File: config.mk
export PLATFORM = sky130hd
export DESIGN_NAME = i2c_stat_top
export DESIGN_NICKNAME = d
export VERILOG_FILES = /design/src/rtl/i2c_stat_pkg.sv /design/src/rtl/i2c_stat_ctrl.sv /design/src/rtl/i2c_stat_flagbit.sv /design/src/rtl/i2c_stat_dp.sv /design/src/rtl/i2c_stat_top.sv
export SDC_FILE = /design/constraint.sdc
export NUM_CORES = 1
export LEC_CHECK = 0
export BUFFER_PORTS_ARGS = -buffer_cell sky130_fd_sc_hd__buf_4
export CAP_MARGIN = 15
export CORE_AREA = 2 2 39 41
export DETAILED_ROUTE_END_ITERATION = 16
export DIE_AREA = 0 0 41 43
export GPL_ROUTABILITY_DRIVEN = 0
export GPL_TIMING_DRIVEN = 0
export HOLD_SLACK_MARGIN = 0.06
export SLEW_MARGIN = 25
export SYNTH_ARGS = -nofsm -noshare
export SYNTH_HDL_FRONTEND = slang
export SYNTH_SLANG_ARGS = --single-unit
File: constraint.sdc
create_clock -name clk -period 0.9 [get_ports clk]
set_input_delay 0.135 -clock clk [delete_from_list [all_inputs] [get_ports clk]]
set_output_delay 0.135 -clock clk [all_outputs]
set_load 0.005 [all_outputs]
File: src/rtl/i2c_stat_pkg.sv
package i2c_stat_pkg;

  // Strobes from control to datapath, one set/clear pair per kept flag.
  typedef struct packed {
    logic setMst;
    logic clrMst;
    logic forceMstLow;
    logic setAld;
    logic clrAld;
    logic setExc;
    logic clrExc;
  } flagStrobes_t;

  localparam int KEPT_FLAGS = 3;

endpackage

File: src/rtl/i2c_stat_ctrl.sv
module i2c_stat_ctrl
  import i2c_stat_pkg::*;
#(
  parameter int ADDR_W = 8,
  parameter int NIB_W  = 4
) (
  input  logic              clk,
  input  logic              rstSync,
  input  logic              enableBit,
  input  logic              startGen,
  input  logic              startDet,
  input  logic              stopDet,
  input  logic              arbLost,
  input  logic              addrEdge8,
  input  logic [ADDR_W-1:0] rxAddr,
  input  logic              releaseCmd,
  input  logic              cpuRead,
  input  logic              bitManipOther,
  output flagStrobes_t      strobes
);

  localparam int NIB_LSB = ADDR_W - NIB_W;

  logic             enPrev;
  logic             enFall;
  logic [NIB_W-1:0] upperNib;
  logic             extMatch;

  always_ff @(posedge clk) begin
    if (rstSync) enPrev <= 1'b0;
    else         enPrev <= enableBit;
  end

  assign enFall   = enPrev & ~enableBit;
  assign upperNib = rxAddr[ADDR_W-1:NIB_LSB];

  // The top nibble marks an extension code when it is all zeros or all ones.
  assign extMatch = (upperNib == {NIB_W{1'b0}}) || (upperNib == {NIB_W{1'b1}});

  always_comb begin
    strobes             = '0;
    strobes.setMst      = startGen;
    strobes.clrMst      = stopDet | releaseCmd | enFall;
    strobes.forceMstLow = arbLost;
    strobes.setAld      = arbLost;
    strobes.clrAld      = cpuRead | bitManipOther | enFall;
    strobes.setExc      = addrEdge8 & extMatch;
    strobes.clrExc      = startDet | stopDet | releaseCmd | enFall;
  end

endmodule

File: src/rtl/i2c_stat_flagbit.sv
module i2c_stat_flagbit #(
  parameter bit HAS_FORCE = 1'b0
) (
  input  logic clk,
  input  logic rstSync,
  input  logic setEv,
  input  logic clrEv,
  input  logic forceLow,
  output logic flagQ
);

  logic nextQ;
  logic forceEff;

  generate
    if (HAS_FORCE) begin : g_force
      assign forceEff = forceLow;
    end else begin : g_noforce
      assign forceEff = 1'b0;
    end
  endgenerate

  // Priority: forced low, then set, then clear, else hold.
  always_comb begin
    if (forceEff)   nextQ = 1'b0;
    else if (setEv) nextQ = 1'b1;
    else if (clrEv) nextQ = 1'b0;
    else            nextQ = flagQ;
  end

  always_ff @(posedge clk) begin
    if (rstSync) flagQ <= 1'b0;
    else         flagQ <= nextQ;
  end

endmodule

File: src/rtl/i2c_stat_dp.sv
module i2c_stat_dp
  import i2c_stat_pkg::*;
#(
  parameter int OTHER_W = 5,
  localparam int STAT_W = OTHER_W + KEPT_FLAGS
) (
  input  logic               clk,
  input  logic               rstSync,
  input  flagStrobes_t       strobes,
  input  logic [OTHER_W-1:0] otherFlags,
  output logic [STAT_W-1:0]  statusOut,
  output logic               masterFlag,
  output logic               arbLostFlag,
  output logic               extCodeFlag
);

  // Index 2 = master, 1 = arbitration lost, 0 = extension code.
  logic [KEPT_FLAGS-1:0] setVec;
  logic [KEPT_FLAGS-1:0] clrVec;
  logic [KEPT_FLAGS-1:0] frcVec;
  logic [KEPT_FLAGS-1:0] flagVec;

  assign setVec = {strobes.setMst, strobes.setAld, strobes.setExc};
  assign clrVec = {strobes.clrMst, strobes.clrAld, strobes.clrExc};
  assign frcVec = {strobes.forceMstLow, 1'b0, 1'b0};

  genvar gi;
  generate
    for (gi = 0; gi < KEPT_FLAGS; gi++) begin : g_flag
      i2c_stat_flagbit #(
        .HAS_FORCE(gi == KEPT_FLAGS - 1)
      ) flag_i (
        .clk     (clk),
        .rstSync (rstSync),
        .setEv   (setVec[gi]),
        .clrEv   (clrVec[gi]),
        .forceLow(frcVec[gi]),
        .flagQ   (flagVec[gi])
      );
    end
  endgenerate

  assign masterFlag  = flagVec[2];
  assign arbLostFlag = flagVec[1];
  assign extCodeFlag = flagVec[0];
  assign statusOut   = {flagVec, otherFlags};

endmodule

File: src/rtl/i2c_stat_top.sv
module i2c_stat_top
  import i2c_stat_pkg::*;
#(
  parameter int ADDR_W  = 8,
  parameter int NIB_W   = 4,
  parameter int OTHER_W = 5,
  localparam int STAT_W = OTHER_W + KEPT_FLAGS
) (
  input  logic               clk,
  input  logic               rstSync,
  input  logic               enableBit,
  input  logic               startGen,
  input  logic               startDet,
  input  logic               stopDet,
  input  logic               arbLost,
  input  logic               addrEdge8,
  input  logic [ADDR_W-1:0]  rxAddr,
  input  logic               releaseCmd,
  input  logic               cpuRead,
  input  logic               bitManipOther,
  input  logic [OTHER_W-1:0] otherFlags,
  output logic [STAT_W-1:0]  statusOut,
  output logic               masterFlag,
  output logic               arbLostFlag,
  output logic               extCodeFlag
);

  flagStrobes_t strobes;

  i2c_stat_ctrl #(
    .ADDR_W(ADDR_W),
    .NIB_W (NIB_W)
  ) ctrl_i (
    .clk          (clk),
    .rstSync      (rstSync),
    .enableBit    (enableBit),
    .startGen     (startGen),
    .startDet     (startDet),
    .stopDet      (stopDet),
    .arbLost      (arbLost),
    .addrEdge8    (addrEdge8),
    .rxAddr       (rxAddr),
    .releaseCmd   (releaseCmd),
    .cpuRead      (cpuRead),
    .bitManipOther(bitManipOther),
    .strobes      (strobes)
  );

  i2c_stat_dp #(
    .OTHER_W(OTHER_W)
  ) dp_i (
    .clk        (clk),
    .rstSync    (rstSync),
    .strobes    (strobes),
    .otherFlags (otherFlags),
    .statusOut  (statusOut),
    .masterFlag (masterFlag),
    .arbLostFlag(arbLostFlag),
    .extCodeFlag(extCodeFlag)
  );

endmodule

==> results of run 1 <==
## kinds of logic (layout without fill, tap and decap cells)
kind of cell | Yosys count | in the layout
AND/OR/NAND/NOR | 9 | 9
flip-flops | 4 | 4
AO/OA/AOI/OAI | 4 | 4
buffers and inverters | 8 | 34
## path summary, 6_finish.rpt
check	cells past startpoint	slack, ns	start	end
min reg2reg	2	0.51	dp_i.g_flag[0].flag_i.flagQ	dp_i.g_flag[0].flag_i.flagQ
max	4	0.03	arbLost	dp_i.g_flag[1].flag_i.flagQ
min	2	0.08	rstSync	dp_i.g_flag[0].flag_i.flagQ
max reg2reg	3	0.14	ctrl_i.enPrev	dp_i.g_flag[2].flag_i.flagQ
## layer usage
metal | wire length, um | part of all wire, % | global-route usage [%] | up-vias
met5 | 0 | 0 | 0 | -
met4 | 0 | 0 | 8.00 | 0
met3 | 101 | 17 | 4.71 | 0
met2 | 340 | 56 | 12.5 | 19
met1 | 167 | 27 | 6.73 | 117
li1 | - | - | - | 132
## power breakdown
group,switching (uW),internal [uW]
logic,35.1,93.8
registers,6.06,187
clock network,73.6,149
total,115,430
## flip-flops by register name (all words and copies together), names as in the netlist
signal / flops
dp_i.g_flag.flag_i.flagQ: 3
ctrl_i.enPrev: 1
## final cells by class
class / instances / area, um2 / share of cell area (%)
plain buffers: 5 / 37.5 / 8.13
clock buffers: 3 / 22.5 / 4.88
multi-input cells: 13 / 88.8 / 19.2
flip-flops and latches: 4 / 83.8 / 18.2
well taps: 16 / 20.0 / 4.34
repair buffers: 26 / 209 / 45.3
## critical path: stages
cell	delay [ns]
dlygate4sd3_1	0.53
buf_4	0.14
a31oi_2	0.13
nor2_1	0.05
## cell usage in the layout, fill, tap and decap left out, drive strengths merged
cell | synthesis | final
buf | 8 | 30
nor2 | 3 | 3
and4 | 1 | 1
nand4b | 1 | 1
nor4 | 1 | 1
nand2b | 1 | 1
nor2b | 1 | 1
a21oi | 1 | 1
dlygate4sd3 | 0 | 1
a31oi | 2 | 2
nor3 | 1 | 1
o21ai | 1 | 1
clkbuf | 0 | 3
dfxtp | 4 | 4
## timing repair
item | in CTS | in global routing
hold buffers | 1 | 0
endpoints found under the hold margin | 1 | 0
endpoints found under the setup margin | 3 | 1
gates resized for setup | 6 | 1
## stage by stage
step | std cells | utilization (%) | setup slack, ns | hold slack [ns] | total power (uW)
finish | 67 | 33.4 | 0.0296 | 0.0755 | 545
global route | 67 | 33.4 | 0.00931 | 0.0775 | 580
CTS | 67 | 32.9 | 0.0217 | 0.0692 | 557
detailed placement | 66 | 31.1 | 0.0950 | 0.319 | 323
global placement | 66 | 31.1 | 0.103 | 0.316 | 320
floorplan | 25 | - | 0.221 | 0.204 | 235
==> flow_summary.json, run 1 <==
{
  "worstPathRequired_ns": 1.02,
  "placed_area_um2": 430,
  "synth-seq-cells": 4,
  "leakage_uw": 0.000223,
  "num_rows": 14,
  "fillerInstances": 155,
  "clk_latency_ns": 0.23,
  "netlist_top_cells_area": "dfxtp_1 (36%), buf_4 (27%), a31oi_1 (5.6%), nor4_2 (5.6%), nor2_1 (5.1%)",
  "slew_headroom_pct": 86.9,
  "tritoncts": "built",
  "cp-end-kind": "register",
  "finalSetupViolCount": 0,
  "wire_per_inst_um": 9.09,
  "drtAntennaViolNets": 0,
  "drtIter0Drc": 0,
  "ys_seq_area_share_pct": 36.0,
  "synthMuxAreaShare_pct": 0,
  "grtUsageTotal_pct": 8.22,
  "synthArstFlopShare_pct": 0,
  "fmax_mhz": 1150,
  "grt-ovfl-total": 0,
  "nets": 77,
  "core_area_um2": 1380,
  "slew_viol_final": 0,
  "final.min_clock_period_ns": 0.870,
  "path_clk_slew_ns": 0.04,
  "numCtsBuffers": 3,
  "ir_worst_vdd_mv": 0.263,
  "fin_area_um2": 462,
  "synth_cell_types": 12,
  "drv_cap": 0,
  "drcViolationCount": 0,
  "synth-main-ff-cell": "dfxtp_1",
  "start_util_pct": 16.1,
  "die_x_um": 41,
  "post_cts.repair.setup_buffers": 0,
  "synth_area_per_cell_um2": 8.91,
  "root_buffer": "clkbuf_4",
  "finalHoldViolations": 0,
  "ios": 35,
  "rsz0062_at_grt": "no",
  "synthTopCellsByCount": "buf_4 (8), dfxtp_1 (4), nor2_1 (3), a31oi_1 (2)",
  "grt_pass1_vias": 262,
  "startpoint_type": "primary input",
  "hold_class": "in -> reg",
  "p_per_area_nw_per_um2": 1180,
  "area_growth_pct": 107,
  "arrival_ns": 0.99,
  "firstDrtPassIters": 1,
  "routed_wl_um": 609,
  "status": "complete, no violations",
  "synthMostInstantiatedCell": "buf_4",
  "htree_levels": 1,
  "clock_sinks": 4,
  "fin_crit_sh_pct": 96.7,
  "synth-compound-area-share_pct": 10.1,
  "io_buffer_count": 25,
  "antennaDiodeCount": 0,
  "tightest_slew_ns": 0.195,
  "clockBufferDepth": 2,
  "synthesis.nets": 49,
  "synth-simple-area-share_pct": 27.0,
  "dieArea_um2": 1760,
  "grt_pass1_wl_um": 910,
  "path_max_fanout": 2,
  "yosysTopAreaCell": "dfxtp_1",
  "skew_ns": 0.0000911,
  "crit_type": "in -> reg",
  "antenna_found_initial": 0,
  "synth_warnings": 0,
  "finalSetupTns_ns": 0,
  "drive_gt1_share_pct": 76.5,
  "die_h_um": 43,
  "synth_fa_ha_area_share_pct": 0,
  "routed-via-count": 268,
  "vias_per_cell": 4.00,
  "synth_edf_count": 0,
  "yosysTopAreaCellShare_pct": 36.0,
  "dp_hpwl_um": 512,
  "synth_top_family_by_area": "simple AND/OR/NAND/NOR gates",
  "grt_max_degree": 5,
  "synthXorXnorAreaFrac_pct": 0,
  "synth_area_um2": 223,
  "netlist_instances": 25
}
No activity file was read; power rests on OpenSTA's default activity.
==> inputs of run 2 (changes only) <==
- SETUP_SLACK_MARGIN: default -> 0.4
==> flow_summary.json, run 2 (synthesized netlist as in run 1, its figures left out) <==
{
  "wl_met3_um": 85,
  "drtAntennaViolNets": 0,
  "start_util_pct": 16.1,
  "vias_per_cell": 4.06,
  "die_h_um": 43,
  "wire_per_inst_um": 8.54,
  "route.met2.wl_um": 319,
  "antennaDiodeCount": 0,
  "grt_pass1_vias": 260,
  "path_delay_family": "flip-flops",
  "grtUsageTotal_pct": 7.52,
  "mostFrequentLayoutCells": "buf_4 (20), buf_6 (13), dfxtp_2 (4)",
  "setup_slack_ns": -0.00184,
  "placed_area_um2": 440,
  "crit_path_max_incr_delay_ns": 0.33,
  "nets": 79,
  "reg2reg_slack_ns": 0.16,
  "clock_sinks": 4,
  "htree_levels": 1,
  "timing.rr.end": "dp_i.g_flag[2].flag_i.flagQ",
  "largest_reg_flops": 3,
  "hold_slack_ns": 0.0635,
  "arrival_ns": 0.77,
  "die_x_um": 41,
  "crit_type": "reg -> out",
  "finalHoldViolations": 0,
  "firstDrtPassIters": 2,
  "clockBufferDepth": 2,
  "worstPathRequired_ns": 0.76,
  "cp-end-kind": "output port",
  "path_buf_inv": 2,
  "fin_area_um2": 514,
  "drcViolationCount": 0,
  "numCtsBuffers": 3,
  "highest_layer": "met3",
  "status": "finished, violations left",
  "hold_class": "in -> reg",
  "grt_pass1_wl_um": 855,
  "wl_met1_um": 184,
  "drive_gt1_share_pct": 81.1,
  "core_area_um2": 1380,
  "layout_commonest_cell": "buf_4",
  "clk_latency_ns": 0.23,
  "min_from": "arbLost",
  "path_max_fanout": 3,
  "startpoint_type": "register",
  "slew_viol_final": 0,
  "p_total_uw": 563,
  "root_buffer": "clkbuf_4",
  "area_growth_pct": 131,
  "drtIter0Drc": 3,
  "largestRegisters": "dp_i.g_flag.flag_i.flagQ: 3 flops, ctrl_i.enPrev: 1 flops",
  "drv_cap": 0,
  "skew_ns": 0.000603,
  "p_per_area_nw_per_um2": 1090,
  "fin_crit_sh_pct": 100,
  "num_rows": 14,
  "fmax_mhz": 1110,
  "tightest_slew_ns": 0.185,
  "ios": 35,
  "io_buffer_count": 25,
  "path_clk_slew_ns": 0.04,
  "ir_worst_vdd_mv": 0.911,
  "crit_chain": "buf_6, buf_6",
  "routed_wl_um": 589,
  "top_register": "dp_i.g_flag.flag_i.flagQ",
  "hold_path_end": "dp_i.g_flag[2].flag_i.flagQ",
  "slew_headroom_pct": 87.5,
  "slowest_stage": "dfxtp_2",
  "routed-via-count": 280,
  "holdPathStages": 2,
  "grt_max_degree": 5,
  "crit_top_cell": "buf_6",
  "reg2reg_from": "ctrl_i.enPrev",
  "grt-ovfl-total": 0,
  "startpoint": "dp_i.g_flag[0].flag_i.flagQ",
  "rsz0062_at_grt": "yes",
  "antenna_found_initial": 0,
  "violations": "negative setup slack",
  "finalSetupViolCount": 1,
  "tritoncts": "built",
  "leakage_uw": 0.000250,
  "r2r_cells": 3,
  "final.min_clock_period_ns": 0.902,
  "dieArea_um2": 1760
}
[run 2: cell types whose count changed in the layout (fill, tap and decap cells not counted), sizes merged]
| cell | before | now |
|---|---|---|
| dlygate4sd3 | 1 | 0 |
| buf | 30 | 33 |
[run 2: area by class of cell]
cell class | count | area, um2
Multi-Input combinational cell | 13 | 90.1
Buffer | 8 | 71.3
Tap cell | 16 | 20.0
Timing Repair Buffer | 25 | 225
Sequential cell | 4 | 85.1
Fill cell | 149 | 870
Clock buffer | 3 | 22.5
[run 2: layer usage]
metal / vias to the layer above / track usage (%)
met1: 126 / 7.35
met4: 0 / 0
met2: 17 / 11.6
met5: - / 0
met3: 0 / 7.85
li1: 137 / -
[run 2: how the worst max path moves through the flow]
stage / depth (start not counted) / endpoint / slack (ns)
after detailed placement: 4 / dp_i.g_flag[0].flag_i.flagQ / 0.1
after global routing: 2 / statusOut[6] / -0.03
after CTS: 2 / statusOut[6] / -0.006
after floorplan: 3 / dp_i.g_flag[1].flag_i.flagQ / 0.23
final: 2 / statusOut[5] / -0.002
after global placement: 4 / dp_i.g_flag[0].flag_i.flagQ / 0.10
[run 2: power by group]
group / total (uW) / internal, uW / switching [uW]
registers: 195 / 188 / 7.18
logic: 148 / 110 / 37.8
clock network: 219 / 149 / 70.2
total: 563 / 447 / 115
[run 2: timing repair]
action / 4_1_cts / 5_1_grt
setup buffers: 0 / 0
setup endpoints to repair: 9 / 14
gates resized for setup: 5 / 9
pin swaps: 0 / 1
hold endpoints to repair: 1 / 0
[run 2: per-stage QoR]
stage,utilization [%],TNS [ns],setup WS (ns),std cells
2_1_floorplan,-,0,0.229,25
3_3_place_gp,31.8,0,0.101,66
3_5_place_dp,31.8,0,0.0953,66
4_1_cts,34.6,-0.00993,-0.00576,69
5_1_grt,37.2,-0.0739,-0.0282,69
6_report,37.2,-0.00184,-0.00184,69
==> inputs of run 3 (changes only) <==
- CORE_AREA: 2 2 39 41 -> 3 3 40 42
- DIE_AREA: 0 0 41 43 -> 0 0 43 45
- TNS_END_PERCENT: default -> 30
==> flow_summary.json, run 3 (synthesized netlist as in run 1, its figures left out) <==
{
  "vias_per_cell": 4.07,
  "startpoint_type": "register",
  "routed_wl_um": 670,
  "hold_slack_ns": 0.0640,
  "drv_cap": 0,
  "arrival_ns": 0.77,
  "io_buffer_count": 25,
  "setup_slack_ns": -0.00563,
  "numCtsBuffers": 3,
  "seq_power_share_pct": 34.3,
  "combPwrFrac_pct": 25.6,
  "violations": "negative setup slack",
  "grt-ovfl-total": 0,
  "drive_gt1_share_pct": 77.4,
  "drcViolationCount": 0,
  "crit_type": "reg -> out",
  "leakage_uw": 0.000243,
  "num_rows": 13,
  "mostFrequentLayoutCells": "buf_4 (22), buf_6 (11), nor2_1 (3), clkbuf_4 (3), dfxtp_2 (3)",
  "instances_no_fill": 68,
  "core_area_um2": 1280,
  "ios": 35,
  "root_buffer": "clkbuf_4",
  "internal-power_uw": 443,
  "slew_headroom_pct": 87.4,
  "routed-via-count": 277,
  "hold_class": "in -> reg",
  "htree_levels": 1,
  "start_util_pct": 17.3,
  "antenna_found_initial": 0,
  "fin_area_um2": 497,
  "largest_reg_flops": 3,
  "grt_pass1_wl_um": 972,
  "antennaDiodeCount": 0,
  "placed_area_um2": 429,
  "die_h_um": 45,
  "grtUsageTotal_pct": 7.66,
  "p_clk_share_pct": 40.1,
  "fin_crit_sh_pct": 101,
  "ir_worst_vdd_mv": 0.485,
  "clockBufferDepth": 2,
  "area_growth_pct": 123,
  "tightest_slew_ns": 0.188,
  "top_register": "dp_i.g_flag.flag_i.flagQ",
  "largestRegisters": "dp_i.g_flag.flag_i.flagQ: 3 flops, ctrl_i.enPrev: 1 flops",
  "dieArea_um2": 1940,
  "swShare_pct": 21.4,
  "dp.cells": 65,
  "p_per_area_nw_per_um2": 1130,
  "path_clk_slew_ns": 0.04,
  "tritoncts": "built",
  "rsz0062_at_grt": "yes",
  "firstDrtPassIters": 2,
  "drtAntennaViolNets": 0,
  "finalSetupViolCount": 3,
  "wire_per_inst_um": 9.85,
  "nets": 79,
  "switching_power_uw": 120,
  "p_total_uw": 564,
  "slew_viol_final": 0,
  "clock_sinks": 4,
  "die_x_um": 43,
  "grt_pass1_vias": 246,
  "grt_max_degree": 5,
  "drtIter0Drc": 1,
  "fillerInstances": 146,
  "layout_commonest_cell": "buf_4",
  "fmax_mhz": 1100,
  "finalHoldViolations": 0,
  "skew_ns": 0.00186,
  "final.min_clock_period_ns": 0.906,
  "status": "finished, violations left",
  "post_cts.repair.setup_buffers": 0,
  "clk_latency_ns": 0.24,
  "cp-end-kind": "output port",
  "worstPathRequired_ns": 0.76,
  "path_max_fanout": 3
}
## run 3: cell types whose count changed in the layout (fill, tap and decap cells not counted)
| cell | previous run | this run |
|---|---|---|
| dfxtp_2 | 4 | 3 |
| dfxtp_1 | 0 | 1 |
| buf_6 | 13 | 11 |
| nand2b_1 | 0 | 1 |
| buf_4 | 20 | 22 |
| nand2b_4 | 1 | 0 |
## run 3: layout make-up
class	instances	area (um2)	share of cell area, %
Buffer	8	71.3	14.4
Clock buffer	3	22.5	4.53
Multi-Input combinational cell	13	82.6	16.6
Sequential cell	4	83.8	16.9
Tap cell	15	18.8	3.78
Timing Repair Buffer	25	218	43.8
## run 3: repair_timing
item                                    4_1_cts  5_1_grt
hold endpoints to repair                      1        1
resized for setup                            10        4
endpoints found under the setup margin       10       13
pin swaps                                     3        4
## run 3: through the flow
stage	TNS [ns]	setup WS [ns]	util, %
after floorplan	0	0.229	-
after global placement	0	0.107	33.4
after detailed placement	0	0.106	33.4
after CTS	-0.0377	-0.0150	37.5
after global routing	-0.101	-0.0369	38.7
final	-0.00871	-0.00563	38.7
## run 3: worst max-delay path, stage by stage, from the launching register on
cell     delay (ns)
dfxtp_2        0.32
buf_6          0.11
buf_6          0.10
## run 3: power groups by stage
stage          Clock, uW  Sequential (uW)  Combinational [uW]
2_1_floorplan          0              194                41.4
6_report             226              193                 145
3_5_place_dp           0              194                 130
5_1_grt              258              194                 156
3_3_place_gp           0              193                 128
4_1_cts              237              193                 139
## run 3: metal layers
layer  global-route usage, %  vias up  part of all wire [%]  wire length, um
met5                       0        -                     0                0
met4                    3.61        0                     0                0
met3                    8.37        0                    19              125
met2                    10.5       20                    52              349
met1                    7.23      121                    29              195
li1                        -      136                     -                -
## run 3: worst paths after layout
| path | endpoint | start | slack, ns | cells past startpoint |
|---|---|---|---|---|
| setup / recovery | statusOut[7] | dp_i.g_flag[2].flag_i.flagQ | -0.006 | 2 |
| hold / removal | dp_i.g_flag[2].flag_i.flagQ | arbLost | 0.06 | 2 |
| setup reg to reg | dp_i.g_flag[1].flag_i.flagQ | ctrl_i.enPrev | 0.15 | 3 |
| hold reg to reg | dp_i.g_flag[0].flag_i.flagQ | dp_i.g_flag[0].flag_i.flagQ | 0.50 | 2 |
